**config.mk**
```make
export PLATFORM = sky130hd
export DESIGN_NAME = mrg_sequencer
export DESIGN_NICKNAME = d
export VERILOG_FILES = /design/src/rtl/mrg_pkg.sv /design/src/rtl/gs_trim.sv /design/src/rtl/gs_step.sv /design/src/rtl/gs_weight.sv /design/src/rtl/mrg_sequencer.sv
export SDC_FILE = /design/constraint.sdc
export NUM_CORES = 2
export LEC_CHECK = 0
export ABC_AREA = 1
export BUFFER_PORTS_ARGS = -buffer_cell sky130_fd_sc_hd__buf_4
export CORE_ASPECT_RATIO = 0.5
export CORE_MARGIN = 4
export CORE_UTILIZATION = 45
export CTS_CLUSTER_SIZE = 20
export DETAILED_ROUTE_END_ITERATION = 6
export SYNTH_ARGS = -nofsm -noshare
export SYNTH_HDL_FRONTEND = slang
export SYNTH_SLANG_ARGS = --single-unit
```
**constraint.sdc**
```tcl
create_clock -name clk -period 14.4 [get_ports clk]
set_input_delay 0.72 -clock clk [delete_from_list [all_inputs] [get_ports clk]]
set_output_delay 0.72 -clock clk [all_outputs]
set_load 0.05 [all_outputs]
```
**src/rtl/mrg_pkg.sv**
```systemverilog
package mrg_pkg;

  typedef enum logic [1:0] {
    SEQ_IDLE = 2'd0,
    SEQ_SKIP = 2'd1,
    SEQ_EMIT = 2'd2
  } seq_state_e;

  // Rounded-up reciprocal 2^sh / d, used for exact division by d of any x < 2^sh
  function automatic logic [63:0] recip_magic(input int sh, input int d);
    logic [63:0] num;
    num = (64'd1 << sh) + 64'(d) - 64'd1;
    return num / 64'(d);
  endfunction

endpackage

```
**src/rtl/gs_trim.sv**
```systemverilog
module gs_trim #(
  parameter int NDIG = 4,
  parameter int MW   = 3,
  localparam int CW  = NDIG*MW+1
) (
  input  logic [NDIG-1:0][MW-1:0] mult_i,
  input  logic [1:0]              trim_i,
  output logic [NDIG-1:0][MW-1:0] m_eff_o,
  output logic [CW-1:0]           total_o
);

  logic [NDIG-1:0][MW-1:0] clamped;
  logic [MW-1:0]           best;
  int                      best_k;
  logic [CW-1:0]           acc;

  always_comb begin
    best   = '1;
    best_k = 0;
    for (int k = 0; k < NDIG; k++) begin
      clamped[k] = (mult_i[k] == '0) ? MW'(1) : mult_i[k];
    end
    for (int k = NDIG-1; k >= 0; k--) begin
      if (clamped[k] <= best) begin
        best   = clamped[k];
        best_k = k;
      end
    end
    m_eff_o = clamped;
    for (int k = 0; k < NDIG; k++) begin
      if (k == best_k) begin
        m_eff_o[k] = (clamped[k] > MW'(trim_i)) ? clamped[k] - MW'(trim_i) : MW'(1);
      end
    end
    acc = CW'(1);
    for (int k = 0; k < NDIG; k++) begin
      acc = acc * (CW'(m_eff_o[k]) + CW'(1));
    end
    total_o = acc;
  end

endmodule

```
**src/rtl/gs_step.sv**
```systemverilog
module gs_step #(
  parameter int NDIG = 4,
  parameter int MW   = 3,
  localparam int FW  = $clog2(NDIG+1),
  localparam int IW  = $clog2(NDIG)
) (
  input  logic [NDIG-1:0][MW-1:0] m_i,
  input  logic [NDIG-1:0][MW-1:0] a_i,
  input  logic [NDIG-1:0]         o_i,
  input  logic [NDIG:0][FW-1:0]   f_i,
  output logic [NDIG-1:0][MW-1:0] a_o,
  output logic [NDIG-1:0]         o_o,
  output logic [NDIG:0][FW-1:0]   f_o,
  output logic [IW-1:0]           j_o,
  output logic                    up_o,
  output logic [MW-1:0]           num_o,
  output logic [MW-1:0]           den_o
);

  logic [MW-1:0] nxt;

  // Loopless step: the focus at slot 0 picks the digit, which then moves one unit
  always_comb begin
    a_o   = a_i;
    o_o   = o_i;
    f_o   = f_i;
    f_o[0] = '0;
    j_o   = '0;
    up_o  = 1'b1;
    num_o = MW'(1);
    den_o = MW'(1);
    nxt   = '0;
    for (int k = 0; k < NDIG; k++) begin
      if (f_i[0] == FW'(k)) begin
        j_o  = IW'(k);
        up_o = o_i[k];
        if (o_i[k]) begin
          nxt   = a_i[k] + MW'(1);
          num_o = m_i[k] - nxt + MW'(1);
          den_o = nxt;
        end else begin
          nxt   = a_i[k] - MW'(1);
          num_o = a_i[k];
          den_o = m_i[k] - nxt;
        end
        a_o[k] = nxt;
        if (nxt == '0 || nxt == m_i[k]) begin
          o_o[k]   = ~o_i[k];
          f_o[k]   = f_i[k+1];
          f_o[k+1] = FW'(k+1);
        end
      end
    end
  end

endmodule

```
**src/rtl/gs_weight.sv**
```systemverilog
module gs_weight
  import mrg_pkg::*;
#(
  parameter int MW  = 3,
  parameter int WW  = 24,
  localparam int XW = WW+MW,
  localparam int SH = XW,
  localparam int MMAX = (1 << MW) - 1,
  localparam int PW = XW+SH+1
) (
  input  logic [WW-1:0] w_i,
  input  logic [MW-1:0] num_i,
  input  logic [MW-1:0] den_i,
  output logic [WW-1:0] w_o
);

  logic [SH:0]   mg [0:MMAX];
  logic [XW-1:0] scaled;

  assign mg[0] = '0;
  for (genvar d = 1; d <= MMAX; d++) begin : g_magic
    assign mg[d] = (SH+1)'(recip_magic(SH, d));
  end

  assign scaled = XW'(w_i) * XW'(num_i);
  assign w_o    = WW'((PW'(scaled) * PW'(mg[den_i])) >> SH);

endmodule

```
**src/rtl/mrg_sequencer.sv**
```systemverilog
module mrg_sequencer
  import mrg_pkg::*;
#(
  parameter int NDIG = 4,
  parameter int MW   = 3,
  parameter int WW   = 24
) (
  input  logic                      clk,
  input  logic                      rst_n,
  input  logic                      start,
  input  logic [NDIG*MW-1:0]        mult_i,
  input  logic [1:0]                trim_i,
  input  logic [NDIG*MW:0]          ofs_i,
  input  logic [NDIG*MW:0]          len_i,
  output logic                      busy_o,
  output logic                      out_valid,
  input  logic                      out_ready,
  output logic [NDIG*MW-1:0]        out_digits,
  output logic [$clog2(NDIG)-1:0]   out_idx,
  output logic                      out_up,
  output logic                      out_moved,
  output logic                      out_neg,
  output logic [WW-1:0]             out_weight,
  output logic                      out_last,
  output logic                      done_o
);

  localparam int CW = NDIG*MW+1;
  localparam int FW = $clog2(NDIG+1);
  localparam int IW = $clog2(NDIG);

  typedef logic [NDIG-1:0][MW-1:0] dig_t;

  seq_state_e          st;
  dig_t                m_eff_q, a_q, a_n, m_next;
  logic [NDIG-1:0]     o_q, o_n;
  logic [NDIG:0][FW-1:0] f_q, f_n;
  logic [WW-1:0]       w_q, w_n;
  logic                neg_q, up_q, up_n, moved_q, done_q;
  logic [IW-1:0]       idx_q, j_n;
  logic [MW-1:0]       num_n, den_n;
  logic [CW-1:0]       rank, ofs_r, end_r, total_m1, total_next, end_calc;
  logic [CW:0]         ofs_plus_len;

  gs_trim #(.NDIG(NDIG), .MW(MW)) trim_u (
    .mult_i (mult_i),
    .trim_i (trim_i),
    .m_eff_o(m_next),
    .total_o(total_next)
  );

  gs_step #(.NDIG(NDIG), .MW(MW)) step_u (
    .m_i  (m_eff_q),
    .a_i  (a_q),
    .o_i  (o_q),
    .f_i  (f_q),
    .a_o  (a_n),
    .o_o  (o_n),
    .f_o  (f_n),
    .j_o  (j_n),
    .up_o (up_n),
    .num_o(num_n),
    .den_o(den_n)
  );

  gs_weight #(.MW(MW), .WW(WW)) weight_u (
    .w_i  (w_q),
    .num_i(num_n),
    .den_i(den_n),
    .w_o  (w_n)
  );

  // Last rank of the slice, clipped to the end of the sequence
  assign ofs_plus_len = {1'b0, ofs_i} + {1'b0, len_i};
  always_comb begin
    if (len_i == '0 || ofs_plus_len >= {1'b0, total_next}) end_calc = total_next - CW'(1);
    else                                                   end_calc = CW'(ofs_plus_len - 1'b1);
  end

  always_ff @(posedge clk or negedge rst_n) begin
    if (!rst_n) begin
      st       <= SEQ_IDLE;
      m_eff_q  <= '0;
      a_q      <= '0;
      o_q      <= '1;
      f_q      <= '0;
      w_q      <= WW'(1);
      neg_q    <= 1'b0;
      up_q     <= 1'b0;
      moved_q  <= 1'b0;
      idx_q    <= '0;
      rank     <= '0;
      ofs_r    <= '0;
      end_r    <= '0;
      total_m1 <= '0;
      done_q   <= 1'b0;
    end else begin
      done_q <= 1'b0;
      case (st)
        SEQ_IDLE: begin
          if (start) begin
            m_eff_q  <= m_next;
            total_m1 <= total_next - CW'(1);
            a_q      <= '0;
            o_q      <= '1;
            for (int k = 0; k <= NDIG; k++) f_q[k] <= FW'(k);
            w_q      <= WW'(1);
            neg_q    <= 1'b0;
            up_q     <= 1'b0;
            moved_q  <= 1'b0;
            idx_q    <= '0;
            rank     <= '0;
            ofs_r    <= ofs_i;
            end_r    <= end_calc;
            st       <= (ofs_i == '0) ? SEQ_EMIT : SEQ_SKIP;
          end
        end
        SEQ_SKIP: begin
          if (rank == total_m1) begin
            st     <= SEQ_IDLE;
            done_q <= 1'b1;
          end else begin
            a_q     <= a_n;
            o_q     <= o_n;
            f_q     <= f_n;
            w_q     <= w_n;
            neg_q   <= ~neg_q;
            rank    <= rank + CW'(1);
            moved_q <= 1'b1;
            idx_q   <= j_n;
            up_q    <= up_n;
            if (rank + CW'(1) == ofs_r) st <= SEQ_EMIT;
          end
        end
        SEQ_EMIT: begin
          if (out_ready) begin
            if (rank == end_r) begin
              st     <= SEQ_IDLE;
              done_q <= 1'b1;
            end else begin
              a_q     <= a_n;
              o_q     <= o_n;
              f_q     <= f_n;
              w_q     <= w_n;
              neg_q   <= ~neg_q;
              rank    <= rank + CW'(1);
              moved_q <= 1'b1;
              idx_q   <= j_n;
              up_q    <= up_n;
            end
          end
        end
        default: st <= SEQ_IDLE;
      endcase
    end
  end

  assign busy_o     = (st != SEQ_IDLE);
  assign out_valid  = (st == SEQ_EMIT);
  assign out_last   = (st == SEQ_EMIT) && (rank == end_r);
  assign out_digits = a_q;
  assign out_idx    = idx_q;
  assign out_up     = up_q;
  assign out_moved  = moved_q;
  assign out_neg    = neg_q;
  assign out_weight = w_q;
  assign done_o     = done_q;

endmodule

```
# Word level (Yosys, flattened, before mapping)
# Memory sizes are Yosys's and may differ from the RTL's.
# Cells that the tools add are included.
# totals
reg_bits,127
rom_bits,224
input_bits,44
wordCells,251
n_memories,1
# classes
addsub,32
multipliers,5
magnitude_cmp,10
eq_ne,21
mux,127
bitwise,6
reduce_logical,24
# mem_list
memory,words,width,read_ports,rd_clocked_by_memory_dff,write_ports,line,text
(no name shown),8,28,1,0,0,gs_weight.sv:26,assign w_o = WW'((PW'(scaled) * PW'(mg[den_i])) >> SH);
# ops
operator,count
$mux W3,43
$mux W24,4
$pmux W24 S3,1
$mux W13,5
$mux W15,4
$mux W28,2
$mul A27 B28 Y51,1
$mux W12,4
$mux W6,8
$pmux W15 S3,1
$eq A13 B13 Y1,3
$mul A13 B13 Y13,3
$pmux W13 S3,1
$pmux W12 S3,1
$logic_not A32 Y1,1
$mux W2,16
$logic_not A3 Y1,9
$mul A24 B3 Y27,1
$logic_not A13 Y1,2
$mux W1,26
$sub A13 B1 Y13 const B,2
$add A3 B1 Y3 const B,8
$sub A3 B3 Y3,8
$add A3 B1 Y4 const B,4
other kinds (34),67

# Logic depth before layout (Yosys ltp)
# depth
ltp_word,19
ltp_mapped,71
ltp_nobuf,71

# Cells and area by module
# Synthesis repeated with hierarchy kept, for this count alone.
# hier_totals
cells_unflattened,4724
area_unflattened_um2,35285.1
# by_module_without_submodules
module,n_inst,cells_per_inst,area_per_inst_um2,seq_area_each_um2
gs_weight,1,2701,21581.9,0.0
mrg_sequencer,1,1082,7828.8,3184.3
gs_trim,1,568,3759.9,0.0
gs_step,1,373,2114.5,0.0

# Least setup slack after synthesis
# Ideal clock, no wire load.
# synth_path
kind,input-to-reg
start,in mult_i[10]
end,reg end_r[9]
setup_ps,128
arrival_ps,11940
required_ps,14272
path_slack_ps,2333
stages,64
n_path_buf,0
cell_sequence,inv_1 a21oi_1 inv_1 ha_1 inv_1 o21ai_2 o21ai_0 ha_1 nand2_1 nor2_1 a31oi_4 o21ai_0 ha_1 a21oi_1 o21ai_2 o21ai_4 nor2_2 or2_2 [... 28 more ...] ha_1 nand2_1 nor3_1 nand3_1 o2111ai_1 xor2_1 xnor2_1 inv_1 nand3_1 nand2_2 ha_1 a211o_1 a41oi_1 nand3_1 inv_1 a31oi_1 o21ai_1 o21ai_0
# synth_lines
element,line,text
start: declaration,mrg_sequencer.sv:11,"input logic [NDIG*MW-1:0] mult_i,"
end signal: assignment,mrg_sequencer.sv:114,end_r <= end_calc;
end: declaration,mrg_sequencer.sv:42,"logic [CW-1:0] rank, ofs_r, end_r, total_m1, total_next, end_calc;"

==> impl_table.tex <==
\begin{tabular}{lr}
\hline
Metric & Value \\
\hline
\multicolumn{2}{l}{\textbf{GRT}} \\
\quad Antenna violations before repair & 0 \\
\quad Total grt overflow & 0 \\
\quad Wire length of the first global-routing pass & 162.1 mm \\
\quad Vias in the first global route & 28.40k \\
\quad GR Util All Layers & 0.2625 \\
\quad Maximum number of pins on one net before global-route repair & 78 \\
\multicolumn{2}{l}{\textbf{Clock tree}} \\
\quad Number of setup buffers added after CTS & 0 \\
\quad Number of buffers created by CTS & 17 \\
\quad Root buffer cell & sky130\_fd\_sc\_hd\_\_clkbuf\_16 \\
\quad Clock Pin Slew Worst Setup and Hold Paths & 60 ps \\
\quad Skew-Pair Late Insertion Delay & 420 ps \\
\quad \# clock sinks & 125 \\
\quad Maximum clock path buffer count & 2 \\
\quad Count of hold buffers inserted by post-cts repair & 0 \\
\quad \# H-tree levels & 4 \\
\quad CTS tree & built \\
\multicolumn{2}{l}{\textbf{Die}} \\
\quad Overall die area & 79100 um\^{}2 \\
\quad Starting utilization of the core area & 0.4562 \\
\quad Chip Height & 200.9 um \\
\quad Horizontal die dimension & 393.8 um \\
\quad Core footprint & 73400 um\^{}2 \\
\quad Floorplan row count & 70 \\
\quad IO Pins & 89 \\
\multicolumn{2}{l}{\textbf{STA}} \\
\quad Fmax & 0.07542 GHz \\
\quad Period utilization & 0.9207 \\
\quad Pin slew with the least headroom to its limit & 1178 ps \\
\quad Shortest clock period the worst path allows after layout & 13260 ps \\
\quad Final-report setup violation count & 0 \\
\quad Worst Skew & 6.713 ps \\
\quad Sum of negative setup slack & 0 ps \\
\quad Minimum setup slack in the final design & 1141 ps \\
\quad Unrepaired setup endpoints after global routing & false \\
\quad Final Max Slew Viols & 0 \\
\quad Headroom to the max-slew limit & 0.2141 \\
\quad Final hold vios & 0 \\
\quad Worst hold margin & 451.2 ps \\
\multicolumn{2}{l}{\textbf{Synth}} \\
\quad Multiplexer share of the synthesized area & 0 \\
\quad Compound-gate portion of the synthesized area & 0.08165 \\
\quad Top cells by area in the synthesized netlist & sky130\_fd\_sc\_hd\_\_fa\_1 (36\%), sky130\_fd\_sc\_hd\_\_inv\_1 (12\%), sky130\_fd\_sc\_hd\_\_ha\_1 (12\%) \\
\quad Post-Synth Simple-Gate Area & 0.1857 \\
\quad Number of enable flip-flop cells after synthesis & 0 \\
\quad Total number of yosys warnings & 0 \\
\quad Part of the Yosys area used for sequential elements & 0.09361 \\
\quad Combinational family with the most area after synthesis & adder cells \\
\quad Number of standard cells after synthesis & 4281 \\
\quad Number of flip-flops and latches in the synthesized netlist & 125 \\
\quad Post-synthesis area per instance & 7.821 um\^{}2 \\
\quad Top flip-flop cell by instance count after synthesis & sky130\_fd\_sc\_hd\_\_dfrtp\_1 \\
\quad Net Count, Synth & 5239 \\
\quad Fraction of the mapped netlist area in adder cells & 0.4759 \\
\quad Count of cell types in the netlist & 79 \\
\quad Netlist Area Pre-Place & 33480 um\^{}2 \\
\quad Proportion of netlist area held by the largest area contributor & 0.3581 \\
\quad Async S/R FF share, synth & 1.000 \\
\quad Synth Area in XOR/XNOR & 0.03023 \\
\quad Cell type with the largest total area after synthesis & sky130\_fd\_sc\_hd\_\_fa\_1 \\
\multicolumn{2}{l}{\textbf{Setup path}} \\
\quad Reg-to-reg critical path startpoint & out\_digits[0] \\
\quad FF-to-FF setup slack & 1360 ps \\
\quad Worst r2r path cells & 50 \\
\quad Critical path required time & 14740 ps \\
\quad Top fanout value on the critical path & 15 \\
\quad Kind of start point of the critical path & input port \\
\quad Most Frequent Cell on Critical Path & sky130\_fd\_sc\_hd\_\_inv\_1 \\
\quad Crit-path max cell delay & 540 ps \\
\quad Crit end category & flip-flop \\
\quad Endpoint of the worst-slack reg-to-reg timing path & out\_weight[23] \\
\quad Arr. time, crit path & 13600 ps \\
\quad Crit path kind & input port to flip-flop \\
\quad Cell with the largest stage delay on the worst path & sky130\_fd\_sc\_hd\_\_fa\_1 \\
\multicolumn{2}{l}{\textbf{Detailed routing}} \\
\quad Via count & 27.77k \\
\quad Residual antenna-violating net count after detailed routing & 0 \\
\quad WL/cell & 19.40 um \\
\quad Total detailed-routing wirelength & 103.3 mm \\
\quad Number of DRC violations after detailed-routing iteration 0 & 2350 \\
\quad Routed vias/inst & 5.212 \\
\quad Final routed DRC violation total & 0 \\
\quad Detailed-routing iteration count for the pre-antenna-repair pass & 5 \\
\multicolumn{2}{l}{\textbf{Min path}} \\
\quad Class of the most critical hold timing path & input port to asynchronous set/reset pin \\
\multicolumn{2}{l}{\textbf{Job}} \\
\quad Max-capacitance violation count & 0 \\
\multicolumn{2}{l}{\textbf{Placed design}} \\
\quad Weighted congestion reported at the end of routability-driven placement & 0.9566 \\
\quad Post-detailed-placement half-perimeter wirelength & 90.19 mm \\
\quad Pre-CTS setup slack & 540.5 ps \\
\quad \# port buffers & 88 \\
\multicolumn{2}{l}{\textbf{Power}} \\
\quad Peak ir drop on the vdd network & 0.0003868 V \\
\quad Power per unit of standard cell area & 237.6 nW/um\^{}2 \\
\quad Static leakage power & 0.01869 uW \\
\multicolumn{2}{l}{\textbf{Cells and area}} \\
\quad Share of final-layout standard cells stronger than drive strength 1 & 0.05831 \\
\quad Layout overhead on the synthesized area & 7.044\% \\
\quad Antenna cells & 0 \\
\quad Fillcell total & 7298 \\
\quad Count of nets after finishing & 5301 \\
\multicolumn{2}{l}{\textbf{Run status}} \\
\quad Status & finished clean \\
\hline
\end{tabular}
## worst max-delay path: cells and delay by family
kind	cells	cell delay [ps]
fa+ha+maj	14	5390
compound gates	20	3600
xor+xnor	5	1050
buf+inv	13	950
simple gates	14	1900
## worst max-delay path by stage
stage	startpoint	end	slack [ps]	cells after the start
floorplan	mult_i[10]	end_r[9]	2330	64
finish	mult_i[11]	end_r[5]	1140	66
global route	mult_i[11]	end_r[8]	20	69
detailed placement	mult_i[11]	end_r[9]	540	65
global placement	mult_i[10]	end_r[9]	860	65
CTS	mult_i[11]	end_r[9]	920	64
## cell usage in the layout (no fill, tap or decap), drive strengths merged, types with 16 or more instances in the layout
master	n
a21oi	160
a31oi	17
buf	109
clkbuf	17
dfrtp	120
fa	599
ha	315
inv	1108
nand2	818
nand3	111
nand4	31
nor2	433
nor3	39
nor4	16
o21ai	196
o22ai	23
xnor2	35
xor2	78
## where the power goes
part	total, uW	leakage (uW)	switching, uW	internal (uW)
sequential	565	0.00160	98.3	467
combinational	7510	0.0168	5110	2400
clock	443	0.000287	182	261
## through the flow
step                      cells  utilization  cell area, um^2  power [uW]
final                      5328       0.4883            35840        8515
after global routing       5328       0.4883            35840        9398
after CTS                  5328       0.4883            35840        8450
after detailed placement   5296       0.4800            35230        7947
after global placement     5296       0.4800            35230        7857
after floorplan            4281            -            33480        5732
## layout make-up
class	count	area [um^2]	area share
clock inverter	15	177.7	0.004957
multi-input combinational	2983	25910	0.7228
inverter	1107	4163	0.1161
tap	972	1216	0.03393
timing repair buffer	109	818.3	0.02283
clock buffer	17	425.4	0.01187
sequential	125	3134	0.08745
## what timing repair did
item	CTS	global route
endpoints found under the setup margin	0	10
endpoints found under the hold margin	0	0
gates resized for setup	0	2
## sequential cells by signal (all words and copies together), names as in the netlist
signal	cells
total_m1	13
ofs_r	13
out_idx	2
out_digits	12
rank	13
end_r	13
st	2
out_up	1
out_moved	1
o_q	4
done_o	1
f_q	13
m_eff_q	12
out_neg	1
out_weight	24
## cells by family after synthesis
kind of cell             Yosys count
AND/OR/NAND/NOR                 1479
buffers and inverters           1173
adder cells (fa/ha/maj)          914
AO/OA/AOI/OAI                    477
flip-flops                       125
XOR/XNOR                         113
## cell usage after synthesis (5+ instances only)
cell                        instances
sky130_fd_sc_hd__inv_1           1078
sky130_fd_sc_hd__nand2_1          793
sky130_fd_sc_hd__fa_1             599
sky130_fd_sc_hd__nor2_1           418
sky130_fd_sc_hd__ha_1             315
sky130_fd_sc_hd__o21ai_0          172
sky130_fd_sc_hd__a21oi_1          159
sky130_fd_sc_hd__dfrtp_1          120
sky130_fd_sc_hd__nand3_1          104
sky130_fd_sc_hd__xor2_1            75
sky130_fd_sc_hd__clkbuf_1          39
sky130_fd_sc_hd__xnor2_1           35
sky130_fd_sc_hd__nor3_1            34
sky130_fd_sc_hd__nand4_1           29
sky130_fd_sc_hd__o22ai_1           23
sky130_fd_sc_hd__inv_2             20
sky130_fd_sc_hd__nand2_2           20
sky130_fd_sc_hd__buf_2             19
sky130_fd_sc_hd__o21ai_1           17
sky130_fd_sc_hd__a31oi_1           16
sky130_fd_sc_hd__nor4_1            15
sky130_fd_sc_hd__a21o_1            12
sky130_fd_sc_hd__o21bai_1          12
sky130_fd_sc_hd__or2_2             12
sky130_fd_sc_hd__nor2_2            11
sky130_fd_sc_hd__o21a_1            11
sky130_fd_sc_hd__nand3b_1           8
sky130_fd_sc_hd__clkinv_1           7
sky130_fd_sc_hd__o2111ai_1          6
sky130_fd_sc_hd__o21ai_2            6
sky130_fd_sc_hd__a211oi_1           5
sky130_fd_sc_hd__dfstp_2            5
sky130_fd_sc_hd__nand2_4            5
sky130_fd_sc_hd__nand3_2            5
## metal layers
layer,global-route usage,wire length [um],vias to the layer above,share of wire
met2,0.4186,46630,1009,0.45
li1,-,-,13037,-
met4,0.04461,1515,0,0.015
met1,0.3703,45810,13624,0.44
met5,0,0,-,0
met3,0.06219,9382,100,0.091
Note: power is estimated with default switching activity, not from simulation.
